==> src/rtl/wdog_pkg.sv <==
package wdog_pkg;

   localparam int unsigned RATE_W   = 3;
   localparam int unsigned NUM_RATE = 7;
   localparam int unsigned EXP_MAX  = 24;
   localparam int unsigned WIN_BIT  = 7;
   localparam int unsigned FRZ_BIT  = 6;

   localparam logic [7:0] KEY_ARM  = 8'h55;
   localparam logic [7:0] KEY_FIRE = 8'hAA;

   typedef enum logic {SEQ_IDLE = 1'b0, SEQ_ARMED = 1'b1} seq_e;

   // timeout exponent for each rate code; steps are uneven at the top
   function automatic int unsigned rate_exp(input int unsigned code);
      case (code)
         1:       return 14;
         2:       return 16;
         3:       return 18;
         4:       return 20;
         5:       return 22;
         6:       return 23;
         7:       return 24;
         default: return 0;
      endcase
   endfunction

endpackage

==> src/rtl/wdog_ctrl_reg.sv <==
module wdog_ctrl_reg
   import wdog_pkg::*;
(
   input  logic              clk,
   input  logic              rst_n,
   input  logic              wr_stb,
   input  logic [7:0]        wdata,
   input  logic              special,
   output logic              win_en,
   output logic              frz_en,
   output logic [RATE_W-1:0] rate,
   output logic              rate_wr
);

   logic main_lock;
   logic frz_lock;

   assign rate_wr = wr_stb && (special || !main_lock);

   always_ff @(posedge clk or negedge rst_n) begin
      if (!rst_n) begin
         win_en    <= 1'b0;
         frz_en    <= 1'b0;
         rate      <= '0;
         main_lock <= 1'b0;
         frz_lock  <= 1'b0;
      end else if (wr_stb) begin
         if (rate_wr) begin
            win_en <= wdata[WIN_BIT];
            rate   <= wdata[RATE_W-1:0];
         end
         if (!special) begin
            main_lock <= 1'b1;
         end
         if (!frz_lock) begin
            frz_en   <= wdata[FRZ_BIT];
            frz_lock <= 1'b1;
         end
      end
   end

   // a user-mode write after the first leaves window and rate unchanged
   a_r4_user_lock: assert property (@(posedge clk) disable iff (!rst_n)
      (wr_stb && !special && main_lock) |=> ($stable(rate) && $stable(win_en)));

   // once locked, the freeze bit never moves again
   a_r5_frz_once: assert property (@(posedge clk) disable iff (!rst_n)
      frz_lock |=> $stable(frz_en));

endmodule

==> src/rtl/wdog_svc_seq.sv <==
module wdog_svc_seq
   import wdog_pkg::*;
(
   input  logic       clk,
   input  logic       rst_n,
   input  logic       wr_stb,
   input  logic [7:0] wdata,
   input  logic       win_ok,
   input  logic       tmo,
   output logic       restart,
   output logic       fault
);

   seq_e state;
   logic is_arm;
   logic is_fire;

   assign is_arm  = (wdata == KEY_ARM);
   assign is_fire = (wdata == KEY_FIRE);

   always_comb begin
      fault = 1'b0;
      if (wr_stb) begin
         if (!win_ok || !(is_arm || is_fire)) begin
            fault = 1'b1;
         end else if (is_fire && state == SEQ_IDLE) begin
            fault = 1'b1;
         end
      end
   end

   assign restart = wr_stb && !fault && is_fire;

   always_ff @(posedge clk or negedge rst_n) begin
      if (!rst_n) begin
         state <= SEQ_IDLE;
      end else if (tmo || fault) begin
         state <= SEQ_IDLE;
      end else if (wr_stb) begin
         state <= is_arm ? SEQ_ARMED : SEQ_IDLE;
      end
   end

   // any fault leaves the tracker idle
   a_r11_idle_after_fault: assert property (@(posedge clk) disable iff (!rst_n)
      fault |=> (state == SEQ_IDLE));

   // the tracker arms only on an accepted 0x55 write
   a_r8_arm_source: assert property (@(posedge clk) disable iff (!rst_n)
      $rose(state == SEQ_ARMED) |-> $past(wr_stb && wdata == KEY_ARM));

endmodule

==> src/rtl/wdog_counter.sv <==
module wdog_counter
   import wdog_pkg::*;
#(
   parameter int unsigned EXP_OFFSET = 0,
   localparam int unsigned CW        = EXP_MAX - EXP_OFFSET
)(
   input  logic              clk,
   input  logic              rst_n,
   input  logic [RATE_W-1:0] rate,
   input  logic              run,
   input  logic              clr,
   output logic              tmo,
   output logic              win_open,
   output logic [CW-1:0]     cnt_q
);

   localparam int unsigned NTAB = 1 << RATE_W;

   logic [CW-1:0] last_tab [0:NTAB-1];
   logic [CW-1:0] wst_tab  [0:NTAB-1];

   assign last_tab[0] = '0;
   assign wst_tab[0]  = '0;

   // per-rate terminal count and window start; the window start is
   // three quarters of the period, formed by a shift
   for (genvar g = 1; g < NTAB; g++) begin : g_rate
      localparam int unsigned E = rate_exp(g) - EXP_OFFSET;
      assign last_tab[g] = CW'((64'd1 << E) - 64'd1);
      assign wst_tab[g]  = CW'(64'd3 << (E - 2));
   end

   logic [CW-1:0] last_sel;
   logic [CW-1:0] wst_sel;

   assign last_sel = last_tab[rate];
   assign wst_sel  = wst_tab[rate];
   assign tmo      = run && (cnt_q == last_sel);
   assign win_open = (cnt_q >= wst_sel);

   always_ff @(posedge clk or negedge rst_n) begin
      if (!rst_n) begin
         cnt_q <= '0;
      end else if (clr || tmo) begin
         cnt_q <= '0;
      end else if (run) begin
         cnt_q <= cnt_q + 1'b1;
      end
   end

   // the count never passes the terminal value of the live rate
   a_r3_bound: assert property (@(posedge clk) disable iff (!rst_n)
      (rate != '0) |-> (cnt_q <= last_sel));

   // with no clear and no run the count is held
   a_r6_hold: assert property (@(posedge clk) disable iff (!rst_n)
      (!clr && !run) |=> $stable(cnt_q));

endmodule

==> src/rtl/wdog_win.sv <==
module wdog_win
   import wdog_pkg::*;
#(
   parameter int unsigned ADDR_W     = 4,
   parameter int unsigned CTRL_ADDR  = 0,
   parameter int unsigned SVC_ADDR   = 1,
   parameter int unsigned EXP_OFFSET = 0
)(
   input  logic              clk,
   input  logic              rst_n,
   input  logic              bus_sel,
   input  logic              bus_we,
   input  logic [ADDR_W-1:0] bus_addr,
   input  logic [7:0]        bus_wdata,
   output logic [7:0]        bus_rdata,
   input  logic              special_mode,
   input  logic              dbg_active,
   output logic              rst_req
);

   localparam int unsigned CW = EXP_MAX - EXP_OFFSET;

   if (EXP_OFFSET > 12) begin : g_bad_offset
      $error("EXP_OFFSET must leave every exponent at 2 or more");
   end
   if (CTRL_ADDR == SVC_ADDR) begin : g_bad_map
      $error("control and service registers need distinct addresses");
   end
   if (CTRL_ADDR >= (1 << ADDR_W) || SVC_ADDR >= (1 << ADDR_W)) begin : g_bad_addr
      $error("register address does not fit ADDR_W");
   end

   logic              ctrl_wr;
   logic              svc_wr;
   logic              win_en;
   logic              frz_en;
   logic [RATE_W-1:0] rate;
   logic              rate_wr;
   logic              run;
   logic              win_ok;
   logic              win_open;
   logic              tmo;
   logic              restart;
   logic              fault;
   logic              clr;
   logic [CW-1:0]     cnt_q;

   assign ctrl_wr = bus_sel && bus_we && (bus_addr == ADDR_W'(CTRL_ADDR));
   assign svc_wr  = bus_sel && bus_we && (bus_addr == ADDR_W'(SVC_ADDR));

   always_comb begin
      bus_rdata = 8'h00;
      if (bus_sel && !bus_we && bus_addr == ADDR_W'(CTRL_ADDR)) begin
         bus_rdata[WIN_BIT]       = win_en;
         bus_rdata[FRZ_BIT]       = frz_en;
         bus_rdata[RATE_W-1:0]    = rate;
      end
   end

   wdog_ctrl_reg u_ctrl (
      .clk     (clk),
      .rst_n   (rst_n),
      .wr_stb  (ctrl_wr),
      .wdata   (bus_wdata),
      .special (special_mode),
      .win_en  (win_en),
      .frz_en  (frz_en),
      .rate    (rate),
      .rate_wr (rate_wr)
   );

   assign run    = (rate != '0) && !(frz_en && dbg_active);
   assign win_ok = !win_en || (rate == '0) || win_open;
   assign clr    = rate_wr || restart || fault;

   wdog_svc_seq u_seq (
      .clk     (clk),
      .rst_n   (rst_n),
      .wr_stb  (svc_wr),
      .wdata   (bus_wdata),
      .win_ok  (win_ok),
      .tmo     (tmo),
      .restart (restart),
      .fault   (fault)
   );

   wdog_counter #(.EXP_OFFSET(EXP_OFFSET)) u_cnt (
      .clk      (clk),
      .rst_n    (rst_n),
      .rate     (rate),
      .run      (run),
      .clr      (clr),
      .tmo      (tmo),
      .win_open (win_open),
      .cnt_q    (cnt_q)
   );

   always_ff @(posedge clk or negedge rst_n) begin
      if (!rst_n) begin
         rst_req <= 1'b0;
      end else begin
         rst_req <= tmo || fault;
      end
   end

   // the count is zero in the cycle the request is visible
   a_r7_cnt_cleared: assert property (@(posedge clk) disable iff (!rst_n)
      rst_req |-> (cnt_q == '0));

   // a stray service value always produces a request
   a_r9_bad_value: assert property (@(posedge clk) disable iff (!rst_n)
      (svc_wr && bus_wdata != KEY_ARM && bus_wdata != KEY_FIRE) |=> rst_req);

   // an early write in window mode always produces a request
   a_r10_early: assert property (@(posedge clk) disable iff (!rst_n)
      (svc_wr && win_en && rate != '0 && !win_open) |=> rst_req);

endmodule

==> config.mk <==
export PLATFORM = sky130hd
export DESIGN_NAME = wdog_win
export DESIGN_NICKNAME = d
export VERILOG_FILES = /design/src/rtl/wdog_pkg.sv /design/src/rtl/wdog_ctrl_reg.sv /design/src/rtl/wdog_svc_seq.sv /design/src/rtl/wdog_counter.sv /design/src/rtl/wdog_win.sv
export SDC_FILE = /design/constraint.sdc
export NUM_CORES = 1
export LEC_CHECK = 0
export BUFFER_PORTS_ARGS = -buffer_cell sky130_fd_sc_hd__buf_2
export CAP_MARGIN = 30
export CORE_MARGIN = 4
export CORE_UTILIZATION = 45
export CTS_CLUSTER_SIZE = 14
export DETAILED_ROUTE_END_ITERATION = 10
export GPL_ROUTABILITY_DRIVEN = 1
export PLACE_DENSITY = 0.74
export SLEW_MARGIN = 20
export SYNTH_ARGS = -nofsm -noshare
export SYNTH_HDL_FRONTEND = slang
export SYNTH_SLANG_ARGS = --single-unit
==> constraint.sdc <==
create_clock -name clk -period 2.8 [get_ports clk]
set_input_delay 0.28 -clock clk [delete_from_list [all_inputs] [get_ports clk]]
set_output_delay 0.28 -clock clk [all_outputs]
set_load 0.005 [all_outputs]
## Word level (Yosys, flattened, before mapping)

Memories as Yosys holds them, arrays and structs flattened.
Cells that the tools add are included.

| cells by class | value |
|---|---|
| add/sub/neg operators | 1 |
| magnitude comparators | 2 |
| eq/ne operators | 4 |
| muxes and demuxes | 14 |
| bitwise gates (word level) | 4 |
| reductions and logical operators | 36 |

Operators with widths:

| cell | number |
|---|---|
| $mux 24 | 6 |
| $add 24x1->24 const B | 1 |
| $eq 24x24->1 | 1 |
| $ge 24x24->1 | 1 |
| $logic_and 1x1->1 | 12 |
| $logic_or 1x1->1 | 9 |
| $eq 8x7->1 const B | 1 |
| $eq 8x8->1 const B | 1 |
| $logic_not 1->1 | 7 |
| $mux 1 | 6 |
| $reduce_and 2->1 | 3 |
| $eq 4x1->1 const B | 1 |
| $ge 4x4->1 const B | 1 |
| $logic_not 4->1 | 1 |
| $not 3->4 | 1 |
| $reduce_bool 2->1 | 2 |
| $logic_not 3->1 | 1 |
| $mux 3 | 1 |
| $not 1->1 | 3 |
| $reduce_bool 3->1 | 1 |
| $mux 2 | 1 |

| storage, ports and cells | value |
|---|---|
| register bits | 33 |
| ROM bits | 384 |
| input port bits | 18 |
| output and inout port bits | 9 |
| logic and storage cells | 71 |
| memories kept | 2 |

Memories:

| name | words | bits a word | read ports | clocked after Yosys merged registers in | write ports | line | text |
|---|---|---|---|---|---|---|---|
| (name not given) | 8 | 24 | 1 | 0 | 0 | wdog_counter.sv:36 | `assign last_sel = last_tab[rate];` |
| (name not given) | 8 | 24 | 1 | 0 | 0 | wdog_counter.sv:37 | `assign wst_sel = wst_tab[rate];` |

## Depth between registers and ports, before layout

| depth | value |
|---|---|
| word-level depth | 17 |
| gate-level depth with buffers | 11 |
| depth with buffers taken out | 10 |

## Hierarchy

From an unflattened synthesis, not the netlist that was laid out.

| second synthesis, totals | value |
|---|---|
| cells, all modules | 255 |
| area, all modules | 2338.5 µm² |

Modules (own cells, without submodules):

| module | instances | cells each | area an instance (µm²) | sequential area each (µm²) |
|---|---|---|---|---|
| wdog_counter | 1 | 202 | 1766.7 | 600.6 |
| wdog_ctrl_reg | 1 | 20 | 290.3 | 175.2 |
| wdog_win | 1 | 19 | 156.4 | 25.0 |
| wdog_svc_seq | 1 | 14 | 125.1 | 25.0 |

## Worst setup path after synthesis

Ideal clock, no wire load.

| timing | value |
|---|---|
| path kind | register to register |
| from | register u_ctrl.rate[1] |
| to | register u_cnt.cnt_q[10] |
| setup time | 0.125 ns |
| arrival | 2.329 ns |
| data required time | 2.675 ns |
| setup slack | 0.346 ns |
| stages on the path, launching flop included | 11 |
| path buffers | 1 |
| clock period less this slack | 2.454 ns |
| cell sequence | dfrtp_1 -> inv_1 -> ha_1 -> nand2_1 -> ha_1 -> a41o_1 -> a21oi_1 -> o32ai_1 -> nor4_1 -> buf_2 -> nor3_1 |

| on the way | value |
|---|---|
| word-level cells in the longest chain between the ends | 17 |
| elaborated cells on any way between the ends | 27 |
| classes of those cells | order compare: 1; eq/ne: 1; mux: 7; bitwise: 1; reduce/logical: 15; memory: 2 |

Ends and longest elaborated chain:

| item | line | text |
|---|---|---|
| start: declaration | wdog_ctrl_reg.sv:11 | `output logic [RATE_W-1:0] rate,` |
| start signal: assignment | wdog_ctrl_reg.sv:30 | `rate <= wdata[RATE_W-1:0];` |
| $not 3->4 (not written as such) | wdog_counter.sv:36, wdog_counter.sv:37 |  |
| $mem_v2 8x24 | - |  |
| $mux 24 (not written as such) (2 in series) | wdog_counter.sv:37 |  |
| $ge 24x24->1 | wdog_counter.sv:39 | `assign win_open = (cnt_q >= wst_sel);` |
| $logic_or 1x1->1 | wdog_win.sv:73 | `assign win_ok = !win_en \|\| (rate == '0) \|\| win_open;` |
| $logic_not 1->1 | wdog_svc_seq.sv:24 | `if (!win_ok \|\| !(is_arm \|\| is_fire)) begin` |
| $logic_or 1x1->1 | wdog_svc_seq.sv:24 |  |
| $mux 1 | wdog_svc_seq.sv:24 |  |
| $mux 1 | wdog_svc_seq.sv:23 | `if (wr_stb) begin` |
| $logic_not 1->1 | wdog_svc_seq.sv:32 | `assign restart = wr_stb && !fault && is_fire;` |
| $logic_and 1x1->1 (2 in series) | wdog_svc_seq.sv:32 |  |
| $logic_or 1x1->1 (2 in series) | wdog_win.sv:74 | `assign clr = rate_wr \|\| restart \|\| fault;` |
| $logic_or 1x1->1 | wdog_counter.sv:44 | `end else if (clr \|\| tmo) begin` |
| $mux 24 or $reduce_bool 2->1 (tied branches) | - |  |
| end signal: assignment | wdog_counter.sv:47 | `cnt_q <= cnt_q + 1'b1;` |
| end: declaration | wdog_counter.sv:14 | `output logic [CW-1:0] cnt_q` |

Parallel ways exist; a longest one is shown, timed or not. The select of a mux whose other input is x is not followed.
A chain may end at the register's enable or synchronous reset.

## Worst setup path in the final report

| timing | value |
|---|---|
| from | register u_ctrl.rate[0] |
| to | register u_cnt.cnt_q[17] |

Same word-level chain as after synthesis.

==> implementation parameters <==
Parameter                              Value

Synth
  Top_reg_cell synth    sky130_fd_sc_hd__dfrtp_1
  Yosys cell types    46
  Post-Synth Simple-Gate Area    31.1%
  Top cells by count, synth    33 x sky130_fd_sc_hd__dfrtp_1, 28 x sky130_fd_sc_hd__nor3_1, 27 x sky130_fd_sc_hd__nand2_1, 20 x sky130_fd_sc_hd__xnor2_1, 19 x sky130_fd_sc_hd__ha_1
  Largest family of logic cells by synthesized area    simple AND/OR/NAND/NOR gates
  Synth Area in Adders    10.3%
  Proportion of register bits with asynchronous set or reset after synthesis    100%
  Compound-gate portion of the synthesized area    8.54%
  Cell types with the largest area share after synthesis    sky130_fd_sc_hd__dfrtp_1 36%, sky130_fd_sc_hd__ha_1 10%, sky130_fd_sc_hd__xnor2_1 7.6%
  Cell type with the largest total area after synthesis    sky130_fd_sc_hd__dfrtp_1
  Number of storage elements in the synthesis netlist    33
  Leading cell type by number of instances after synthesis    sky130_fd_sc_hd__dfrtp_1
  Proportion of synthesized chip area in sequential cells    35.7%
  Post-Synth XOR/XNOR Area    8.70%
  Area fraction of the dominant cell type after synthesis    35.7%
  Mux share of post-synthesis cell area    0.972%
  Synthesized area    2320 um2
  Average instance area after synthesis    9.12 um2
  Post-synth EDFFs    0
  Number of instances in the synthesized netlist    254
  Total number of yosys warnings    0

Final layout
  Layout overhead on the synthesized area    11.5%
  Final Non-Filler Cells    344
  Number of antenna cells inserted    0
  Net count of the finished layout    314
  Multi-input logic area    1400 um2
  Seq. cell area    827 um2
  Area of all placed cells without fillers    2580 um2
  Filler cell count in the final layout    459
  Share of final-layout standard cells stronger than drive strength 1    15.9%

Timing
  Transition time at the pin with the least slew margin    0.727 ns
  Fmax    380 MHz
  Shortest clock period the worst path allows after layout    2.63 ns
  Final slew viol count    0
  Setup clock skew after layout    0.00846 ns
  Final Hold Fails    0
  # setup viols final    0
  Sum Neg Setup Slack    0 ns
  Setup repair after global routing missed its margin    yes
  Post-route fraction of the period consumed by the critical path    94.0%
  Max-slew headroom    51.6%

CTS
  Register clock-pin slew on the reported worst setup and hold paths    0.07 ns
  Number of hold-repair buffers added at the cts stage    0
  H-tree depth reported by CTS    2
  Buffer type at the clock tree root    sky130_fd_sc_hd__clkbuf_8
  Count of clock tree sinks    33
  Clock latency on the worst-skew pair    0.29 ns
  TritonCTS clock tree    yes
  Maximum buffer depth of the clock tree    2
  Number of CTS-inserted buffers    5

Route
  Detailed Route Iter0 Violations    141
  First drt pass iteration count    4
  Via count    1953
  Vias per cell    5.68
  Final routed DRC violation total    0
  Wire length per cell after detailed routing    14.7 um
  Total Routed Length    5050 um
  Post-detailed-route count of antenna-violating nets    0

Setup path
  Crit end category    flip-flop
  Delay of the slowest cell on the worst path    0.41 ns
  Slowest library cell on the worst path    sky130_fd_sc_hd__dfrtp_1
  CP arrival    2.84 ns
  Start of the worst register-to-register path    u_ctrl.rate[0]
  Largest driver fanout on the critical path    24
  Startpoint types    flip-flop
  Worst setup path class    reg2reg
  Timing startpoint of the critical path    u_ctrl.rate[0]
  Most common cell type on the critical path    sky130_fd_sc_hd__ha_1
  Crit path cell chain    inv_1 -> ha_1 -> nand2_1 -> ha_1 -> nand4_1 -> or2_2 -> o32ai_2 -> nor4_2 -> buf_4 -> nor3_1
  Required time at the worst-slack endpoint    3.01 ns

Floorplanning
  Core Footprint    4850 um2
  Site row count    25
  Count of pins on the block boundary    27
  Vertical extent of the die    79.7 um
  Die outline area    6360 um2
  Initial core utilization    47.8%
  Die outline width    79.7 um

Global route
  Total overflow reported by the global router    0
  Maximum number of pins on one net before global-route repair    34
  Initial antenna violation count    0
  First-pass GRT wire length    8430 um
  Vias in the first global route    1817
  Total routing usage reported by global routing    16.9%

Pwr
  Internal power    0.992 mW
  Power density of the placed cells    578 nW/um2
  Switching part of the total    33.5%
  Worst vdd ir    0.000348 V
  Share of power burned in registers    42.6%
  Gate power share    28.3%
  Leakage    1.12 nW
  Power spent charging and discharging nets    0.500 mW
  Portion of total power attributed to the clock network    29.1%

Status
  Run status    completed

Place
  Placed Cells incl. Taps    337
  I/O Buffers    23
  Detailed Place HPWL    3650 um
  Routability cong.    0.883
  Post-placement cell area    2470 um2

Run
  Max capacitance violation total    0

Worst hold path
  Type of the tightest min-delay check    in2async
-- area by class of cell --
cell class,instances,area share (%)
Sequential cell,33,32.0
Timing Repair Buffer,25,5.04
Multi-Input combinational cell,203,54.4
Clock buffer,5,2.66
Inverter,9,1.31
Clock inverter,2,1.36
Tap cell,67,3.25
-- path summary, 6_finish.rpt --
kind                       depth (start not counted)               end  slack (ns)
setup / recovery                                  10   u_cnt.cnt_q[17]        0.17
hold / removal                                     1    u_ctrl.rate[2]        0.05
setup reg to reg                                  10   u_cnt.cnt_q[17]        0.17
hold reg to reg                                    1  u_ctrl.main_lock        0.46
max in group asynchronous                          1    u_ctrl.rate[1]        2.26
min in group clk                                   2  u_ctrl.main_lock        0.20
-- flip-flops by register name (all words and copies together) (netlist names) --
signal	count
u_ctrl.rate	3
u_ctrl.main_lock	1
u_ctrl.frz_en	1
u_cnt.cnt_q	24
u_ctrl.win_en	1
u_ctrl.frz_lock	1
rst_req	1
u_seq.state	1
-- power by group through the flow --
stage                     combinational [mW]  sequential (mW)  clock (mW)
final                                  0.422            0.636       0.435
after global routing                   0.482            0.652       0.466
after CTS                              0.419            0.634       0.443
after detailed placement               0.416            0.641           0
after global placement                 0.402            0.641           0
after floorplan                        0.333            0.615           0
-- layout by cell type, fill, tap and decap left out, drive strengths merged, types with 2 or more instances in the layout --
cell type / Yosys / routed
inv: 9 / 9
nand3: 9 / 9
nor3: 32 / 32
nand4b: 2 / 2
and4: 2 / 2
o21ai: 4 / 4
a21oi: 6 / 6
buf: 9 / 25
nor2: 12 / 12
clkbuf: 2 / 5
o211ai: 2 / 2
nor2b: 3 / 3
xor2: 3 / 3
nand2: 27 / 27
ha: 19 / 19
dfrtp: 33 / 33
o21bai: 2 / 2
or4bb: 2 / 2
nand2b: 2 / 2
nor4bb: 2 / 2
nor4: 10 / 10
o32ai: 2 / 2
mux2: 2 / 2
xnor2: 20 / 20
a21o: 2 / 2
or4: 2 / 2
conb: 1 / 3
nand4: 10 / 10
and2: 7 / 7
and3: 5 / 5
-- critical path, delay by kind of cell, from the launching register on --
family / cells / cell delay [ns]
and+or+nand+nor: 5 / 0.82
adders and majority gates: 2 / 0.58
DFF: 1 / 0.41
AOI/OAI and AO/OA: 1 / 0.37
buffers and inverters: 2 / 0.35
-- routing by layer --
metal | vias up | GRT usage, % | wire, um
met5 | - | 0 | 0
met4 | 0 | 5.57 | 60
met2 | 47 | 27.0 | 2240
met1 | 937 | 22.7 | 2440
met3 | 6 | 3.61 | 310
li1 | 963 | - | -
-- stage by stage --
stage | setup slack (ns) | total power [mW] | utilization [%] | hold slack (ns)
finish | 0.167 | 1.49 | 53.3 | 0.0455
global route | -0.00490 | 1.60 | 53.3 | 0.107
CTS | 0.0558 | 1.50 | 53.1 | 0.0768
detailed placement | 0.0726 | 1.06 | 50.9 | 0.391
global placement | 0.260 | 1.04 | 50.9 | 0.386
floorplan | 0.346 | 0.948 | - | -0.0156
-- repair_timing --
item	CTS	global route
gates resized for setup	0	2
setup endpoints to repair	0	24
setup buffers	0	0
-- cells by family after synthesis --
logic type,after synthesis
adder cells (fa/ha/maj),19
XOR/XNOR,23
AND/OR/NAND/NOR,130
buffers and inverters,20
multiplexers,2
AO/OA/AOI/OAI,26
flip-flops,33
other,1
(Power assumes the default switching activity.)
